===== config.mk =====
export PLATFORM = sky130hd
export DESIGN_NAME = irq_pair
export DESIGN_NICKNAME = d
export VERILOG_FILES = /design/src/rtl/irq_pair_pkg.sv /design/src/rtl/irq_pair_ctrl.sv /design/src/rtl/irq_pair_dp.sv /design/src/rtl/irq_pair.sv
export SDC_FILE = /design/constraint.sdc
export NUM_CORES = 1
export LEC_CHECK = 0
export BUFFER_PORTS_ARGS = -buffer_cell sky130_fd_sc_hd__buf_2
export CORE_MARGIN = 2
export CORE_UTILIZATION = 54
export CTS_BUF_LIST = sky130_fd_sc_hd__clkbuf_8
export DETAILED_ROUTE_END_ITERATION = 16
export PLACE_DENSITY = 0.78
export REMOVE_ABC_BUFFERS = 1
export SETUP_SLACK_MARGIN = 0.2
export SLEW_MARGIN = 20
export SYNTH_ARGS = -nofsm -noshare
export SYNTH_HDL_FRONTEND = slang
export SYNTH_SLANG_ARGS = --single-unit
export TNS_END_PERCENT = 20

===== constraint.sdc =====
create_clock -name clk -period 1.5 [get_ports clk]
set_input_delay 0.075 -clock clk [delete_from_list [all_inputs] [get_ports clk]]
set_output_delay 0.075 -clock clk [all_outputs]
set_load 0.05 [all_outputs]

===== src/rtl/irq_pair_pkg.sv =====
package irq_pair_pkg;
  localparam int NUM_CTRL = 2;
  localparam int LINES    = 8;
  localparam int LVL_W    = $clog2(LINES);
  localparam int ADDR_W   = 3;
  localparam int DATA_W   = 8;
  localparam int CASC_BIT = 2;

  localparam logic [2:0] OP_EOI_ALL = 3'b001;
  localparam logic [2:0] OP_EOI_ONE = 3'b011;

  typedef enum logic [1:0] {
    MODE_RUN       = 2'd0,
    MODE_WAIT_BASE = 2'd1,
    MODE_SKIP      = 2'd2
  } ctrl_mode_t;

  typedef struct packed {
    logic [NUM_CTRL-1:0] baseLoad;
    logic [NUM_CTRL-1:0] maskLoad;
    logic [NUM_CTRL-1:0] trigLoad;
    logic [NUM_CTRL-1:0] eoiAll;
    logic [NUM_CTRL-1:0] eoiOne;
    logic [LVL_W-1:0]    level;
    logic [DATA_W-1:0]   data;
  } ctrl_strobe_t;
endpackage


===== src/rtl/irq_pair_ctrl.sv =====
module irq_pair_ctrl
  import irq_pair_pkg::*;
(
  input  logic              clk,
  input  logic              rstN,
  input  logic              wrEn,
  input  logic [ADDR_W-1:0] addr,
  input  logic [DATA_W-1:0] wrData,
  output ctrl_strobe_t      stb
);
  logic [NUM_CTRL-1:0] baseLoadV, maskLoadV, trigLoadV, eoiAllV, eoiOneV;

  for (genvar c = 0; c < NUM_CTRL; c++) begin : g_ctl
    ctrl_mode_t mode;
    logic isCmd, isDat, isTrig;

    assign isCmd  = wrEn && (addr == ADDR_W'(2 * c));
    assign isDat  = wrEn && (addr == ADDR_W'(2 * c + 1));
    assign isTrig = wrEn && (addr == ADDR_W'(2 * NUM_CTRL + c));

    always_ff @(posedge clk or negedge rstN) begin
      if (!rstN) begin
        mode <= MODE_RUN;
      end else if (isCmd) begin
        mode <= wrData[4] ? MODE_WAIT_BASE : MODE_RUN;
      end else if (isDat && mode == MODE_WAIT_BASE) begin
        mode <= MODE_SKIP;
      end
    end

    assign baseLoadV[c] = isDat && (mode == MODE_WAIT_BASE);
    assign maskLoadV[c] = isDat && (mode == MODE_RUN);
    assign trigLoadV[c] = isTrig;
    assign eoiAllV[c]   = isCmd && (wrData[4:3] == 2'b00) && (wrData[7:5] == OP_EOI_ALL);
    assign eoiOneV[c]   = isCmd && (wrData[4:3] == 2'b00) && (wrData[7:5] == OP_EOI_ONE);
  end

  always_comb begin
    stb.baseLoad = baseLoadV;
    stb.maskLoad = maskLoadV;
    stb.trigLoad = trigLoadV;
    stb.eoiAll   = eoiAllV;
    stb.eoiOne   = eoiOneV;
    stb.level    = wrData[LVL_W-1:0];
    stb.data     = wrData;
  end
endmodule


===== src/rtl/irq_pair_dp.sv =====
module irq_pair_dp
  import irq_pair_pkg::*;
(
  input  logic                      clk,
  input  logic                      rstN,
  input  ctrl_strobe_t              stb,
  input  logic [NUM_CTRL*LINES-1:0] irqIn,
  input  logic [ADDR_W-1:0]         addr,
  output logic [DATA_W-1:0]         rdData,
  output logic [DATA_W-1:0]         ackVector,
  output logic                      cpuIrq,
  output logic [LINES-1:0]          masterAsr,
  output logic [LINES-1:0]          slaveAsr,
  output logic [LINES-1:0]          slaveMask
);
  localparam logic [LINES-1:0]  CASC_ONEHOT = LINES'(1) << CASC_BIT;
  localparam logic [DATA_W-1:0] BASE_KEEP   = ~DATA_W'(LINES - 1);

  logic [LINES-1:0]  asr     [NUM_CTRL];
  logic [LINES-1:0]  nextAsr [NUM_CTRL];
  logic [LINES-1:0]  mask    [NUM_CTRL];
  logic [LINES-1:0]  trig    [NUM_CTRL];
  logic [LINES-1:0]  prevIn  [NUM_CTRL];
  logic [LINES-1:0]  newReq  [NUM_CTRL];
  logic [LINES-1:0]  clrOwn  [NUM_CTRL];
  logic [DATA_W-1:0] base    [NUM_CTRL];

  for (genvar c = 0; c < NUM_CTRL; c++) begin : g_ch
    logic [LINES-1:0] lines, raw, inKeep;
    assign lines  = irqIn[c*LINES +: LINES];
    assign raw    = (trig[c] & lines) | (~trig[c] & lines & ~prevIn[c]);
    assign inKeep = (c == 0) ? ~CASC_ONEHOT : '1;
    assign newReq[c] = raw & ~mask[c] & inKeep;
    assign clrOwn[c] = stb.eoiAll[c] ? '1 :
                       stb.eoiOne[c] ? (LINES'(1) << stb.level) : '0;

    always_ff @(posedge clk or negedge rstN) begin
      if (!rstN) begin
        asr[c]    <= '0;
        mask[c]   <= '0;
        trig[c]   <= '0;
        prevIn[c] <= '0;
        base[c]   <= '0;
      end else begin
        asr[c]    <= nextAsr[c];
        prevIn[c] <= lines;
        if (stb.maskLoad[c]) mask[c] <= stb.data[LINES-1:0];
        if (stb.trigLoad[c]) trig[c] <= stb.data[LINES-1:0];
        if (stb.baseLoad[c]) base[c] <= stb.data & BASE_KEEP;
      end
    end
  end

  logic [LINES-1:0] slaveLeft;
  logic             cascClr;

  always_comb begin
    slaveLeft  = asr[1] & ~clrOwn[1];
    cascClr    = stb.eoiAll[1] || (stb.eoiOne[1] && slaveLeft == '0);
    nextAsr[1] = slaveLeft | newReq[1];
    nextAsr[0] = asr[0] & ~clrOwn[0];
    if (cascClr) nextAsr[0][CASC_BIT] = 1'b0;
    nextAsr[0] = nextAsr[0] | newReq[0];
    if (newReq[1] != '0) nextAsr[0][CASC_BIT] = 1'b1;
  end

  logic hit;
  always_comb begin
    ackVector = '0;
    hit       = 1'b0;
    for (int i = 0; i < CASC_BIT; i++) begin
      if (!hit && asr[0][i]) begin
        ackVector = base[0] | DATA_W'(i);
        hit       = 1'b1;
      end
    end
    if (!hit && asr[0][CASC_BIT]) begin
      for (int i = 0; i < LINES; i++) begin
        if (!hit && asr[1][i]) begin
          ackVector = base[1] | DATA_W'(i);
          hit       = 1'b1;
        end
      end
    end
    for (int i = CASC_BIT + 1; i < LINES; i++) begin
      if (!hit && asr[0][i]) begin
        ackVector = base[0] | DATA_W'(i);
        hit       = 1'b1;
      end
    end
  end

  always_comb begin
    case (addr)
      3'd1:    rdData = mask[0];
      3'd3:    rdData = mask[1];
      3'd4:    rdData = trig[0];
      3'd5:    rdData = trig[1];
      default: rdData = '0;
    endcase
  end

  assign cpuIrq    = |asr[0];
  assign masterAsr = asr[0];
  assign slaveAsr  = asr[1];
  assign slaveMask = mask[1];
endmodule


===== src/rtl/irq_pair.sv =====
module irq_pair
  import irq_pair_pkg::*;
(
  input  logic                      clk,
  input  logic                      rstN,
  input  logic                      wrEn,
  input  logic [ADDR_W-1:0]         addr,
  input  logic [DATA_W-1:0]         wrData,
  output logic [DATA_W-1:0]         rdData,
  input  logic [NUM_CTRL*LINES-1:0] irqIn,
  output logic                      cpuIrq,
  output logic [DATA_W-1:0]         ackVector
);
  ctrl_strobe_t     stb;
  logic [LINES-1:0] masterAsrW, slaveAsrW, slaveMaskW;

  irq_pair_ctrl u_ctrl (
    .clk(clk), .rstN(rstN), .wrEn(wrEn), .addr(addr), .wrData(wrData), .stb(stb)
  );

  irq_pair_dp u_dp (
    .clk(clk), .rstN(rstN), .stb(stb), .irqIn(irqIn), .addr(addr),
    .rdData(rdData), .ackVector(ackVector), .cpuIrq(cpuIrq),
    .masterAsr(masterAsrW), .slaveAsr(slaveAsrW), .slaveMask(slaveMaskW)
  );
endmodule


==> results of run 1 <==
[final cells by class]
type / instances / area share [%]
clock buffers: 10 / 2.82
multi-input cells: 241 / 35.5
flip-flops and latches: 77 / 39.5
clock inverters: 5 / 1.54
repair buffers: 112 / 17.9
well taps: 77 / 1.97
inverters: 11 / 0.846
[path summary, 6_finish.rpt]
kind / slack [ns] / endpoint / from / cells after the start
setup / recovery: -0.49 / ackVector[7] / u_dp.slaveAsr[3] / 7
hold / removal: 0.1 / u_dp.trig[10] / wrData[2] / 2
setup reg to reg: -0.02 / u_dp.mask[8] / u_ctrl.g_ctl[0].mode[0] / 2
hold reg to reg: 0.48 / u_dp.mask[10] / u_dp.mask[10] / 2
max in group asynchronous: 0.90 / u_dp.masterAsr[7] / rstN / 3
min in group asynchronous: 0.28 / u_dp.prevIn[14] / rstN / 3
[metrics by stage]
stage               util, %  power (mW)  TNS [ns]
global route           76.0        6.34     -4.28
floorplan                 -        3.62     -3.10
CTS                    75.0        6.03     -3.21
finish                 76.0        6.09     -3.53
global placement       66.4        4.05     -1.11
detailed placement     66.4        4.12     -1.48
[synthesized netlist by cell type, types with 5 or more instances]
master    count  share of area, %
nand3b_1     15               3.1
nor2b_1       6               1.0
nand2b_1     20               3.4
inv_1        10               1.0
nor2_1       15               1.6
dfrtp_1      77                53
nand2_1      37               3.8
a22o_1        5               1.2
clkbuf_1      6              0.62
o21ai_0      33               4.6
nand3_1       5              0.69
mux2_2       24               7.4
o22ai_1       7               1.2
a21oi_1      23               3.2
mux2i_1      10               2.8
[worst register-to-register path, cell delays in order, from the launching register on]
cell and delay (ns):
dfrtp_1 0.42, or4b_4 0.64, mux2_4 0.35
[layer usage]
metal  vias up  global-route usage, %  wire length [um]
met2       156                   47.4              5070
met3        36                   6.83               716
met1      1605                   41.1              4430
met5         -                      0                 0
li1       1452                      -                 -
met4         0                   9.38               274
[what timing repair did]
item / in CTS / in global routing
resized for setup: 53 / 16
endpoints found under the hold margin: 95 / 0
pin swaps: 27 / 16
buffers inserted: 1 / 0
gates cloned: 0 / 0
hold buffers: 16 / 0
endpoints found under the setup margin: 41 / 44
[power breakdown]
group | internal [mW] | total [mW] | switching [mW]
Combinational | 0.792 | 1.60 | 0.809
Sequential | 2.47 | 2.77 | 0.308
Clock | 0.965 | 1.71 | 0.749
Total | 4.22 | 6.09 | 1.87
[sequential cells by signal, indices dropped and copies added (netlist names)]
| register | flops |
|---|---|
| u_ctrl.g_ctl.mode | 4 |
| u_dp.base | 10 |
| u_dp.mask | 8 |
| u_dp.masterAsr | 8 |
| u_dp.prevIn | 15 |
| u_dp.slaveAsr | 8 |
| u_dp.slaveMask | 8 |
| u_dp.trig | 16 |
[cells by family (layout without fill, tap and decap cells)]
kind of cell | count (synthesis) | after routing | share of synthesized area, %
buf+inv | 24 | 138 | 3.24
compound gates | 85 | 85 | 13.7
mux | 38 | 38 | 11.9
simple gates | 118 | 118 | 18.1
flops | 77 | 77 | 53.1
==> results.json, run 1 <==
{
  "outcome": "finished, violations left",
  "violations": "setup timing",
  "max-slew-margin-rel_pct": 64.2,
  "drtAntennaViolNets": 0,
  "cp.required_ns": 1.42,
  "fin_crit_sh_pct": 132,
  "initial_core_util_pct": 56.5,
  "drive_gt1_share_pct": 35.7,
  "drt-pass1-iter-count": 5,
  "ys_seq_area_share_pct": 53.1,
  "post-place-cells": 501,
  "cts.sink_count": 77,
  "hold_slack_ns": 0.0998,
  "cts_tree": "done",
  "pin_count": 47,
  "seqCellArea_sq_um": 1930,
  "synth-async-reset-ratio_pct": 100,
  "diodes": 0,
  "instances_no_fill": 533,
  "synth_cell_types": 43,
  "chipHeight_um": 86.0,
  "leakage_nw": 2.24,
  "multi_input_area_sq_um": 1730,
  "cp_slowest_stage_delay_ns": 0.42,
  "vias_per_cell": 6.10,
  "cts_max_level": 3,
  "fin_skew_ns": 0.00432,
  "setup_ws_ns": -0.486,
  "min_path_type": "input pin to flip-flop",
  "numCtsBuffers": 9,
  "coreArea_sq_um": 6420,
  "drc_errors": 0,
  "synth_area_sq_um": 3630,
  "max_freq_ghz": 0.504,
  "postSynthAreaPerCell_sq_um": 10.6,
  "detail_route.wl_per_cell_um": 19.7,
  "wirelength_um": 10500,
  "slew_viol_final": 0,
  "fp-row-count": 29,
  "die_x_um": 86.0,
  "yosys_warnings": 0,
  "grt_util_all_layers_pct": 29.9,
  "syn_inst": 342,
  "ys.flop_type": "dfrtp_1",
  "grt_pass1_vias": 3280,
  "power_per_cell_area_nw_per_um2": 1250,
  "final_nets": 482,
  "path_buf_inv": 3,
  "place_ws_ns": -0.207,
  "dpl-instance-area_sq_um": 4270,
  "mostFrequentLayoutCells": "dfrtp_1, buf_4, nand2_1, buf_2, o21ai_0",
  "grt_max_degree": 78,
  "synth_edf_count": 0,
  "finalInstanceArea_sq_um": 4880,
  "vias": 3249,
  "crit_chain": "nor4_4 > buf_4 > a21oi_2 > o21ai_1 > buf_4 > a22o_1 > buf_6",
  "fillers": 423,
  "dieArea_sq_um": 7390,
  "overflow": 0,
  "drtIter0Drc": 341,
  "min_period_ns": 1.99,
  "crit_family": "buffers and inverters",
  "setup_viol": 11,
  "crit_path_end_kind": "output pin",
  "root_buffer": "clkbuf_8",
  "syn_to_final_growth_pct": 34.4,
  "path_clk_slew_ns": 0.08,
  "drv_cap": 0,
  "mostFrequentLayoutCell": "dfrtp_1",
  "cts_buffer_depth": 2,
  "worst_pin_slew_ns": 0.537,
  "rsz0062_at_grt": "yes",
  "synth-seq-cells": 77,
  "antenna_found_initial": 0,
  "grt_pass1_wl_um": 16600,
  "clock_latency_ns": 0.35,
  "gp_congestion": 0.986,
  "numPortBuffers": 45,
  "worstSetupPathType": "flip-flop to output pin",
  "hold_violations": 0,
  "crit_fanout": 5,
  "crit_arrival_ns": 1.91,
  "cp-start-kind": "flip-flop",
  "dp_hpwl_um": 7000,
  "path_common_cell": "buf_4",
  "critical-path-slowest-cell": "dfrtp_1",
  "ir_worst_vdd_uv": 902
}
(Power assumes the default switching activity.)
==> run 2: changes to the inputs <==
Settings changed: CAP_MARGIN set to 15, MAX_ROUTING_LAYER set to met4, REMOVE_ABC_BUFFERS 1 to unset.
==> results.json, run 2 (synthesis gave the netlist of run 1 again) <==
{
  "outcome": "finished, violations left",
  "violations": "setup timing",
  "cts.sink_count": 77,
  "numPortBuffers": 45,
  "reg2reg_slack_ns": -0.01,
  "clock_latency_ns": 0.36,
  "dieArea_sq_um": 7390,
  "wl_met3_um": 606,
  "met2_length_um": 5240,
  "numCtsBuffers": 9,
  "grt_max_degree": 34,
  "root_buffer": "clkbuf_8",
  "leakage_nw": 2.35,
  "mostFrequentLayoutCell": "dfrtp_1",
  "drt-pass1-iter-count": 5,
  "wl_met1_um": 4460,
  "diodes": 0,
  "min_path_type": "input pin to flip-flop",
  "fin_setup_tns_ns": -3.68,
  "drtAntennaViolNets": 0,
  "grt_pass1_wl_um": 17200,
  "fin_skew_ns": 0.00746,
  "drtIter0Drc": 421,
  "vias": 3277,
  "fp-row-count": 29,
  "syn_nets": 372,
  "crit_arrival_ns": 1.90,
  "top_regs": "u_dp.trig x16, u_dp.prevIn x15, u_dp.base x10",
  "endpoint": "ackVector[6]",
  "path_clk_slew_ns": 0.08,
  "wirelength_um": 10600,
  "power_per_cell_area_nw_per_um2": 1210,
  "cts_max_level": 3,
  "cts_tree": "done",
  "gp_congestion": 0.977,
  "max-slew-margin-rel_pct": 74.5,
  "worst_pin_slew_ns": 0.378,
  "r2r_cells": 2,
  "rsz0062_at_grt": "yes",
  "overflow": 0,
  "dpl-instance-area_sq_um": 4440,
  "slew_viol_final": 0,
  "power.total_mw": 6.24,
  "post-place-cells": 509,
  "hold_slack_ns": 0.0910,
  "rr_startpoint": "u_ctrl.g_ctl[1].mode[0]",
  "antenna_found_initial": 0,
  "setup_viol": 11,
  "critPathLaunch": "u_dp.slaveAsr[0]",
  "crit_path_end_kind": "output pin",
  "syn_to_final_growth_pct": 41.5,
  "final_util_pct": 80.0,
  "grt_pass1_vias": 3378,
  "drc_errors": 0,
  "grt_util_all_layers_pct": 32.1,
  "ir_worst_vdd_uv": 940,
  "cp-start-kind": "flip-flop",
  "initial_core_util_pct": 56.5,
  "hold_violations": 0,
  "highest-signal-layer": "met4",
  "coreArea_sq_um": 6420,
  "drv_cap": 0,
  "largest-register": "u_dp.trig",
  "min_period_ns": 1.98,
  "die_x_um": 86.0,
  "dp_hpwl_um": 7380,
  "cp.required_ns": 1.42,
  "crit_fanout": 5,
  "mostFrequentLayoutCells": "dfrtp_1, buf_4, nand2_1, buf_2, o21ai_0",
  "pin_count": 47,
  "place_ws_ns": -0.233,
  "cts_buffer_depth": 2,
  "final_nets": 494,
  "detail_route.wl_per_cell_um": 19.5,
  "drive_gt1_share_pct": 42.2,
  "finalInstanceArea_sq_um": 5140,
  "fin_crit_sh_pct": 132,
  "max_freq_ghz": 0.506,
  "setup_ws_ns": -0.477,
  "largest_reg_flops": 16,
  "rr_endpoint": "u_dp.slaveMask[5]",
  "vias_per_cell": 6.00,
  "worstSetupPathType": "flip-flop to output pin",
  "instances_no_fill": 546,
  "chipHeight_um": 86.0
}
run 2: cell types whose count changed in the layout (fill, tap and decap cells not counted), sizes merged:
cell      before  now
inv           11   12
buf           96  108
clkinv         3    1
clkinvlp       0    2
run 2: timing repair:
item,in CTS,in global routing
hold buffers,16,0
setup endpoints to repair,38,40
pin swaps,21,24
buffers inserted,4,1
resized for setup,56,23
endpoints found under the hold margin,73,0
run 2: layout make-up:
type | count | area [sq um]
fillers | 356 | 1280
well taps | 77 | 96.3
clock inverters | 6 | 87.6
inverters | 11 | 41.3
clock buffers | 10 | 138
repair buffers | 124 | 1000
flip-flops and latches | 77 | 1930
multi-input cells | 241 | 1850
run 2: how the worst min path moves through the flow:
stage	start	end	slack (ns)	cells after the start
after detailed placement	rstN	u_dp.trig[0]	-0.009	1
after floorplan	rstN	u_ctrl.g_ctl[0].mode[0]	-0.22	0
after CTS	wrData[6]	u_dp.base[6]	0.08	2
after global routing	wrData[6]	u_dp.base[6]	0.08	2
final	wrData[6]	u_dp.base[6]	0.09	2
after global placement	rstN	u_dp.trig[8]	-0.01	1
run 2: power breakdown:
part / total (mW) / internal (mW) / switching [mW]
combinational: 1.69 / 0.859 / 0.832
clock: 1.77 / 0.979 / 0.791
sequential: 2.78 / 2.47 / 0.314
total: 6.24 / 4.30 / 1.94
run 2: metal layers:
metal  global-route usage, %  up-vias
met5                       -        -
met4                    14.1        0
met3                    6.35       29
met2                    49.3      141
met1                    41.6     1636
li1                        -     1471
run 2: critical path, cell delays in order (launching register included):
cell     delay, ns
dfrtp_1       0.41
nor4_4        0.41
a21oi_2       0.14
o21ai_4       0.16
buf_12        0.14
a22o_4        0.14
buf_8         0.14
==> run 3: changes to the inputs <==
Settings changed: BUFFER_PORTS_ARGS -buffer_cell sky130_fd_sc_hd__buf_2 to unset, CORE_UTILIZATION 54 to 59, DONT_BUFFER_PORTS set to 1, HOLD_SLACK_MARGIN set to 0.12, SYNTH_HIERARCHICAL set to 1.
==> results.json, run 3 <==
{
  "cp.required_ns": 1.42,
  "final_util_pct": 86.2,
  "crit_arrival_ns": 1.98,
  "cts_buffer_depth": 2,
  "gp_congestion": 0.910,
  "mostFrequentLayoutCell": "dfrtp_1",
  "crit_path_end_kind": "output pin",
  "yosys_warnings": 6,
  "synth_area_sq_um": 3720,
  "cp-start-kind": "flip-flop",
  "mostFrequentLayoutCells": "dfrtp_1, buf_4, nand2_1, mux2_2, mux2_4",
  "p_sw_share_pct": 33.0,
  "outcome": "finished, violations left",
  "postSynthAreaPerCell_sq_um": 11.4,
  "syn_to_final_growth_pct": 38.9,
  "power_per_cell_area_nw_per_um2": 1170,
  "diodes": 0,
  "fin_setup_tns_ns": -4.50,
  "drtAntennaViolNets": 0,
  "grt_pass1_wl_um": 16900,
  "final_nets": 437,
  "root_buffer": "clkbuf_8",
  "worst_pin_slew_ns": 0.586,
  "fin_crit_sh_pct": 137,
  "slew_viol_final": 0,
  "grt_pass1_vias": 3176,
  "initial_core_util_pct": 62.0,
  "ir_worst_vdd_uv": 958,
  "hold_violations": 77,
  "cts_tree": "done",
  "max-slew-margin-rel_pct": 61.0,
  "setup_viol": 13,
  "dieArea_sq_um": 6950,
  "power_frac_clock_pct": 25.1,
  "hold_slack_ns": -0.597,
  "coreArea_sq_um": 5990,
  "rsz0062_at_grt": "yes",
  "drive_gt1_share_pct": 47.1,
  "drc_errors": 0,
  "fin_skew_ns": 0.0110,
  "grt_max_degree": 78,
  "clock_latency_ns": 0.36,
  "vias": 3266,
  "numCtsBuffers": 9,
  "internal-power_mw": 4.05,
  "cp_slowest_stage_delay_ns": 0.41,
  "largest-register": "u_dp/trig",
  "fp-row-count": 28,
  "violations": "hold timing, setup timing",
  "detail_route.wl_per_cell_um": 24.6,
  "antenna_found_initial": 0,
  "syn_inst": 327,
  "wirelength_um": 12000,
  "critical-path-slowest-cell": "dfrtp_1",
  "leakage_nw": 2.17,
  "numPortBuffers": 0,
  "top_regs": "u_dp/trig x16, u_dp/prevIn x15, u_dp/base x10",
  "p_switching_mw": 1.99,
  "cts.sink_count": 77,
  "dp_hpwl_um": 6550,
  "drtIter0Drc": 363,
  "crit_chain": "nor4_4 > nand2b_1 > a211o_4 > a22o_2 > buf_12",
  "drv_cap": 0,
  "min_period_ns": 2.06,
  "min_path_type": "input pin to async pin",
  "grt_util_all_layers_pct": 32.9,
  "post-place-cells": 431,
  "pin_count": 47,
  "setup_ws_ns": -0.560,
  "chipHeight_um": 83.4,
  "cts_max_level": 3,
  "path_clk_slew_ns": 0.09,
  "worstSetupPathType": "flip-flop to output pin",
  "largest_reg_flops": 16,
  "vias_per_cell": 6.71,
  "max_freq_ghz": 0.485,
  "crit_fanout": 5,
  "die_x_um": 83.4,
  "seqPwrFrac_pct": 47.0,
  "instances_no_fill": 487,
  "share_comb_of_total_power_pct": 27.9,
  "overflow": 0,
  "syn_nets": 357,
  "drt-pass1-iter-count": 5
}
==> run 3: power groups by stage <==
stage               Sequential (mW)  Clock [mW]  Combinational, mW
finish                         2.84        1.52               1.69
global route                   2.88        1.61               1.75
CTS                            2.76        1.51               1.52
detailed placement             2.79           0               1.32
global placement               2.76           0               1.29
floorplan                      2.69           0               1.08
==> run 3: path summary, 6_finish.rpt <==
kind | from | to | slack, ns | cells past startpoint
setup / recovery | u_dp/masterAsr[4] | ackVector[4] | -0.56 | 5
hold / removal | rstN | u_dp/trig[15] | -0.60 | 0
setup reg to reg | u_ctrl/g_ctl[0].mode[0] | u_dp/mask[14] | 0.04 | 3
hold reg to reg | u_dp/base[11] | u_dp/base[11] | 0.52 | 1
max in group asynchronous | rstN | u_dp/masterAsr[7] | 1.94 | 0
min in group clk | addr[0] | u_ctrl/g_ctl[0].mode[1] | 0.13 | 3
==> run 3: layout make-up <==
cell class | count | area, sq um
sequential | 77 | 1930
clock inverter | 6 | 53.8
clock buffer | 10 | 138
tap | 75 | 93.8
timing repair buffer | 94 | 886
inverter | 9 | 33.8
multi-input combinational | 216 | 2020
fill | 240 | 830
==> run 3: through the flow <==
step	setup WS (ns)	area, sq um	total power [mW]
3_3_place_gp	-0.117	4290	4.04
2_1_floorplan	-0.0743	3870	3.77
3_5_place_dp	-0.181	4290	4.11
5_1_grt	-0.624	5160	6.23
4_1_cts	-0.476	4900	5.80
6_report	-0.560	5160	6.04
==> run 3: critical path: cells and delay by family (launching register included) <==
kind	cells	cell delay, ns
AO/OA/AOI/OAI	2	0.63
AND/OR/NAND/NOR	2	0.44
flip-flops	1	0.41
buffers and inverters	1	0.15
==> run 3: layer usage <==
metal | up-vias | GRT usage, % | wire length (um)
met3 | 61 | 8.15 | 1080
met4 | 0 | 15.8 | 622
met2 | 235 | 52.7 | 5880
li1 | 1338 | - | -
met5 | - | - | 0
met1 | 1632 | 39.2 | 4400
==> run 3: timing repair <==
| action | in CTS | in global routing |
|---|---|---|
| buffers inserted | 1 | 10 |
| endpoints found under the hold margin | 154 | 79 |
| pin swaps | 16 | 28 |
| setup endpoints to repair | 38 | 67 |
| hold buffers | 27 | 2 |
| resized for setup | 33 | 54 |
